===== config.mk =====
export PLATFORM = sky130hd
export DESIGN_NAME = slice_selector
export DESIGN_NICKNAME = d
export VERILOG_FILES = /design/src/rtl/slice_sel_pkg.sv /design/src/rtl/sel_class_decode.sv /design/src/rtl/sel_tile_coord.sv /design/src/rtl/sel_cluster_route.sv /design/src/rtl/sel_out_stage.sv /design/src/rtl/slice_selector.sv
export SDC_FILE = /design/constraint.sdc
export NUM_CORES = 1
export LEC_CHECK = 0
export ABC_CLOCK_PERIOD_IN_PS = 3650
export BUFFER_PORTS_ARGS = -buffer_cell sky130_fd_sc_hd__buf_2
export CELL_PAD_IN_SITES_DETAIL_PLACEMENT = 1
export CELL_PAD_IN_SITES_GLOBAL_PLACEMENT = 1
export CORE_MARGIN = 2
export CORE_UTILIZATION = 24
export CTS_BUF_LIST = sky130_fd_sc_hd__clkbuf_4
export CTS_CLUSTER_DIAMETER = 120
export DETAILED_ROUTE_END_ITERATION = 16
export PLACE_DENSITY_LB_ADDON = 0.1
export SETUP_SLACK_MARGIN = 0.02
export SYNTH_ARGS = -nofsm -noshare
export SYNTH_HDL_FRONTEND = slang
export SYNTH_SLANG_ARGS = --single-unit

===== constraint.sdc =====
create_clock -name clk -period 3.65 [get_ports clk]
set_clock_uncertainty 0.05 [all_clocks]
set_input_delay 0.365 -clock clk [delete_from_list [all_inputs] [get_ports clk]]
set_output_delay 0.365 -clock clk [all_outputs]
set_load 0.02 [all_outputs]

===== src/rtl/slice_sel_pkg.sv =====
package slice_sel_pkg;
  localparam int unsigned RID_W   = 2;
  localparam int unsigned CLUSTER = 4;

  typedef enum logic [1:0] {
    CLS_PRIVATE = 2'd0,
    CLS_SHARED  = 2'd1,
    CLS_INSTR   = 2'd2
  } access_class_e;

  typedef enum logic [1:0] {
    HOP_SELF  = 2'd0,
    HOP_DOWN  = 2'd1,
    HOP_RIGHT = 2'd2,
    HOP_UP    = 2'd3
  } cluster_hop_e;
endpackage


===== src/rtl/sel_class_decode.sv =====
module sel_class_decode
  import slice_sel_pkg::*;
(
  input  logic          is_ifetch,
  input  logic          is_shared,
  output access_class_e cls
);
  // The fetch path overrides the page class.
  always_comb begin
    if (is_ifetch)      cls = CLS_INSTR;
    else if (is_shared) cls = CLS_SHARED;
    else                cls = CLS_PRIVATE;
  end
endmodule


===== src/rtl/sel_tile_coord.sv =====
module sel_tile_coord
  import slice_sel_pkg::*;
#(
  parameter int unsigned ROWS = 8,
  parameter int unsigned COLS = 4,
  localparam int unsigned ROW_W  = $clog2(ROWS),
  localparam int unsigned COL_W  = (COLS > 1) ? $clog2(COLS) : 1,
  localparam int unsigned TILE_W = ROW_W + COL_W
) (
  input  logic [TILE_W-1:0] tile,
  output logic [ROW_W-1:0]  row,
  output logic [COL_W-1:0]  col,
  output logic [RID_W-1:0]  rid
);
  assign row = tile[ROW_W-1:0];
  assign col = tile[TILE_W-1:ROW_W];
  // (row + 2*col) mod 4: only col[0] matters for the row term.
  assign rid = row[RID_W-1:0] + {col[0], 1'b0};
endmodule


===== src/rtl/sel_cluster_route.sv =====
module sel_cluster_route
  import slice_sel_pkg::*;
#(
  parameter int unsigned ROWS = 8,
  parameter int unsigned COLS = 4,
  localparam int unsigned ROW_W  = $clog2(ROWS),
  localparam int unsigned COL_W  = (COLS > 1) ? $clog2(COLS) : 1,
  localparam int unsigned TILE_W = ROW_W + COL_W
) (
  input  logic [TILE_W-1:0] home_tile,
  input  logic [RID_W-1:0]  target_rid,
  output logic [TILE_W-1:0] dest_tile
);
  logic [ROW_W-1:0] row;
  logic [COL_W-1:0] col;
  logic [RID_W-1:0] own_rid;
  cluster_hop_e     hop;

  sel_tile_coord #(.ROWS(ROWS), .COLS(COLS)) u_coord (
    .tile (home_tile),
    .row  (row),
    .col  (col),
    .rid  (own_rid)
  );

  assign hop = cluster_hop_e'(target_rid - own_rid);

  // Power-of-two grid: natural width overflow is the torus wrap.
  always_comb begin
    unique case (hop)
      HOP_SELF:  dest_tile = home_tile;
      HOP_DOWN:  dest_tile = {col, row + ROW_W'(1)};
      HOP_UP:    dest_tile = {col, row - ROW_W'(1)};
      HOP_RIGHT: dest_tile = {col + COL_W'(1), row};
      default:   dest_tile = home_tile;
    endcase
  end
endmodule


===== src/rtl/sel_out_stage.sv =====
module sel_out_stage #(
  parameter int unsigned W = 5
) (
  input  logic         clk,
  input  logic         rst_n,
  input  logic         in_valid,
  output logic         in_ready,
  input  logic [W-1:0] in_data,
  output logic         out_valid,
  input  logic         out_ready,
  output logic [W-1:0] out_data
);
  logic         full_q;
  logic [W-1:0] data_q;

  assign in_ready  = !full_q || out_ready;
  assign out_valid = full_q;
  assign out_data  = data_q;

  always_ff @(posedge clk) begin
    if (!rst_n) begin
      full_q <= 1'b0;
      data_q <= '0;
    end else if (in_ready) begin
      full_q <= in_valid;
      if (in_valid) data_q <= in_data;
    end
  end
endmodule


===== src/rtl/slice_selector.sv =====
module slice_selector
  import slice_sel_pkg::*;
#(
  parameter int unsigned ROWS     = 8,
  parameter int unsigned COLS     = 4,
  parameter int unsigned ADDR_W   = 32,
  parameter int unsigned OFFSET_W = 6,
  parameter int unsigned INDEX_W  = 10,
  localparam int unsigned ROW_W     = $clog2(ROWS),
  localparam int unsigned COL_W     = (COLS > 1) ? $clog2(COLS) : 1,
  localparam int unsigned TILE_W    = ROW_W + COL_W,
  localparam int unsigned SLICE_LSB = OFFSET_W + INDEX_W,
  localparam int unsigned RID_LSB   = OFFSET_W
) (
  input  logic              clk,
  input  logic              rst_n,
  input  logic              req_valid,
  output logic              req_ready,
  input  logic [TILE_W-1:0] req_tile,
  input  logic              req_ifetch,
  input  logic              req_shared,
  input  logic [ADDR_W-1:0] req_addr,
  output logic              rsp_valid,
  input  logic              rsp_ready,
  output logic [TILE_W-1:0] rsp_tile
);
  access_class_e     cls;
  logic [TILE_W-1:0] instr_tile;
  logic [TILE_W-1:0] shared_tile;
  logic [TILE_W-1:0] next_tile;
  logic              unused_addr;

  assign unused_addr = ^req_addr;

  sel_class_decode u_decode (
    .is_ifetch (req_ifetch),
    .is_shared (req_shared),
    .cls       (cls)
  );

  sel_cluster_route #(.ROWS(ROWS), .COLS(COLS)) u_route (
    .home_tile  (req_tile),
    .target_rid (req_addr[RID_LSB +: RID_W]),
    .dest_tile  (instr_tile)
  );

  assign shared_tile = req_addr[SLICE_LSB +: TILE_W];

  always_comb begin
    unique case (cls)
      CLS_INSTR:  next_tile = instr_tile;
      CLS_SHARED: next_tile = shared_tile;
      default:    next_tile = req_tile;
    endcase
  end

  sel_out_stage #(.W(TILE_W)) u_out (
    .clk       (clk),
    .rst_n     (rst_n),
    .in_valid  (req_valid),
    .in_ready  (req_ready),
    .in_data   (next_tile),
    .out_valid (rsp_valid),
    .out_ready (rsp_ready),
    .out_data  (rsp_tile)
  );
endmodule


==> flow_summary.toml <==
[clock_network]
h-tree-depth = 1
cts_sinks = 6
cts_made_buffers = 3
path_clk_slew_ns = 0.05
cts_resized = 0
post_cts_buffers = 0
cts_hold_buf = 0
cts_buffer_depth = 2
clk_latency_ns = 0.24
cts_tree = "yes"
cts_root_buf = "clkbuf_4"

[floorplanning]
io_pins = 50
start_util = 0.251
dieArea_mm2 = 0.00269
core_area_mm2 = 0.00219
fp.dieH_um = 51.9
rows = 17
die_w_um = 51.9

[final_layout]
area_growth_syn_to_layout_pct = 31.8
n_antenna_cell = 0
mostFrequentLayoutCells = "24 x buf_2, 8 x nand2_1, 6 x dfxtp_1, 5 x inv_1, 4 x xnor2_1"
stdcell_count = 119
layout-drive-gt1-share = 0.341
layout_commonest_cell = "buf_2"
fin_nets = 140
nFillCells = 282
final_core_util = 0.331

[setup_path]
cp_top_family = "adder cells"
endpoint = "u_out.out_data[2]$_SDFFE_PN0P_"
crit_chain = "buf_2, ha_1, inv_1, ha_1, nor2_1, xnor2_1, xnor2_1, nor2_1, fa_1, xnor2_1, xnor3_1, nor4_1, nor3_1"
cp.arrival_ns = 2.81
crit_top_cell = "xnor2_1"
cpPeakStageDelay_ns = 0.38
rrSetupSlack_ns = 2.43
path_buf_inv = 2
critPathRequiredTime_ns = 3.73
worstSetupStartpointType = "input port"
crit_path_start = "req_tile[0]"
reg2reg_to = "u_out.out_data[2]$_SDFFE_PN0P_"
cp_slowest_cell = "fa_1"
critPathMaxFanout = 4
critPathKind = "input port to register"
worstSetupEndpointType = "register"
reg2reg_depth = 4
rr_startpoint = "u_out.out_valid$_SDFFE_PN0N_"
path_depth = 13

[min_path]
hp-class = "input port to register"

[placed_design]
dp_hpwl_um = 1160
port_buffers = 24
dp_cells = 116
place_congestion = 0.686

[synth]
postSynthAreaPerCell_um2 = 8.47
synth_fp_nets = 112
synth_ff_type = "dfxtp_1"
yosys_warnings = 0
synth_cells = 65
synth_area_leaders = "dfxtp_1 22%, ha_1 6.8%, xnor2_1 6.4%"
synth_top_area_share = 0.218
synth_seq_area_share = 0.218
synthArstFlopShare = 0
yosysUniqueCellTypes = 31
synth_seq_cells = 6
synth.cell_area_um2 = 551
synth_top_cell_by_area = "dfxtp_1"
synth_edf_count = 0

[timing]
worst_pin_slew_ns = 0.375
hold_viol = 0
fin_tns_setup_ns = 0
relSlewSlack = 0.748
clock.fmax_ghz = 0.366
finalSetupViolations = 0
period_minus_slack_ns = 2.73
slew_violations = 0
final.period_utilization = 0.748
rsz0062_at_grt = "false"

[pwr]
leakage_nw = 0.362
vdd.ir_drop.worst_v = 0.000196
p_int_mw = 0.158
p_sw_frac = 0.339
p_per_area_mw_per_mm2 = 330
share_clk_of_total_power = 0.257
combPwrFrac = 0.433
seqPwrFrac = 0.310
p_sw_mw = 0.0813

[drt]
drt_wl_total_um = 1420
routedWlPerCell_um = 11.9
vias = 560
drc = 0
drt_iter0_drc = 12
postRouteAntennaNets = 0
via_per_inst = 4.71
dr.pass1.iters = 4

[global_routing]
grt_pass1_wl_um = 2370
grt_usage = 0.123
grt-ovfl-total = 0
grt_pass1_vias = 534
antenna_found_initial = 0
grt_max_degree = 15

[flow_run]
max-cap-violations = 0

[outcome]
status = "complete, no violations"
==> worst min-delay path by stage <==
stage	cells after the start	slack (ns)	to	from
2_1_floorplan	1	0.45	u_out.out_data[1]$_SDFFE_PN0P_	rst_n
3_3_place_gp	2	0.40	u_out.out_data[0]$_SDFFE_PN0P_	u_out.out_data[0]$_SDFFE_PN0P_
3_5_place_dp	2	0.41	u_out.out_data[0]$_SDFFE_PN0P_	u_out.out_data[0]$_SDFFE_PN0P_
4_1_cts	3	0.34	u_out.out_valid$_SDFFE_PN0N_	req_valid
5_1_grt	3	0.35	u_out.out_valid$_SDFFE_PN0N_	req_valid
6_report	3	0.35	u_out.out_valid$_SDFFE_PN0N_	req_valid
==> logic make-up (layout without fill, tap and decap cells) <==
logic type | after synthesis | count (layout) | share of synthesized area
compound gates | 17 | 17 | 0.243
xor+xnor | 7 | 7 | 0.136
fa+ha+maj | 4 | 4 | 0.105
buf+inv | 7 | 33 | 0.0523
flops | 6 | 6 | 0.218
mux | 1 | 1 | 0.0205
simple gates | 23 | 23 | 0.225
==> through the flow <==
step / hold slack, ns / cell area [um2] / setup WS, ns / power (mW)
floorplan: 0.448 / 551 / 0.963 / 0.145
global placement: 0.399 / 703 / 0.638 / 0.179
detailed placement: 0.409 / 703 / 0.622 / 0.181
CTS: 0.342 / 726 / 0.874 / 0.246
global route: 0.348 / 726 / 0.690 / 0.261
finish: 0.345 / 726 / 0.918 / 0.240
==> area by class of cell <==
class / instances / area (um2) / share of cell area
repair buffers: 25 / 128 / 0.176
well taps: 28 / 35.0 / 0.0483
clock buffers: 3 / 22.5 / 0.0310
inverters: 5 / 18.8 / 0.0259
flip-flops and latches: 6 / 120 / 0.166
multi-input cells: 52 / 402 / 0.553
==> worst reg2reg max path, cell delays in order (launching register included) <==
cell	delay (ns)
dfxtp_1	0.30
nand2b_1	0.14
and2_1	0.27
a41oi_1	0.15
nor3_1	0.22
==> metal layers <==
layer,track usage,wire length (um),up-vias
met5,0,0,-
met4,0.0263,0,0
met3,0.0661,126,0
met2,0.181,599,21
met1,0.157,690,254
li1,-,-,285
==> power by group through the flow <==
| stage | Combinational [mW] | Sequential, mW | Clock (mW) |
|---|---|---|---|
| final | 0.104 | 0.0744 | 0.0615 |
| after global routing | 0.117 | 0.0747 | 0.0695 |
| after CTS | 0.106 | 0.0745 | 0.0653 |
| after detailed placement | 0.105 | 0.0756 | 0 |
| after global placement | 0.104 | 0.0754 | 0 |
| after floorplan | 0.0615 | 0.0833 | 0 |
==> cells in the mapped netlist, drive strengths merged, types with 2 or more instances <==
library cell / count
a32oi: 2
dfxtp: 6
nand2b: 2
nor2b: 2
inv: 5
xor2: 2
buf: 2
nor2: 3
o211a: 2
a211o: 2
nand2: 8
xnor2: 4
ha: 3
o211ai: 2
a21oi: 2
a21boi: 3
==> flip-flops by register name, indices dropped and copies added, names as in the netlist <==
name and flops:
u_out.out_data 5, u_out.out_valid 1
No activity file was read; power rests on OpenSTA's default activity.
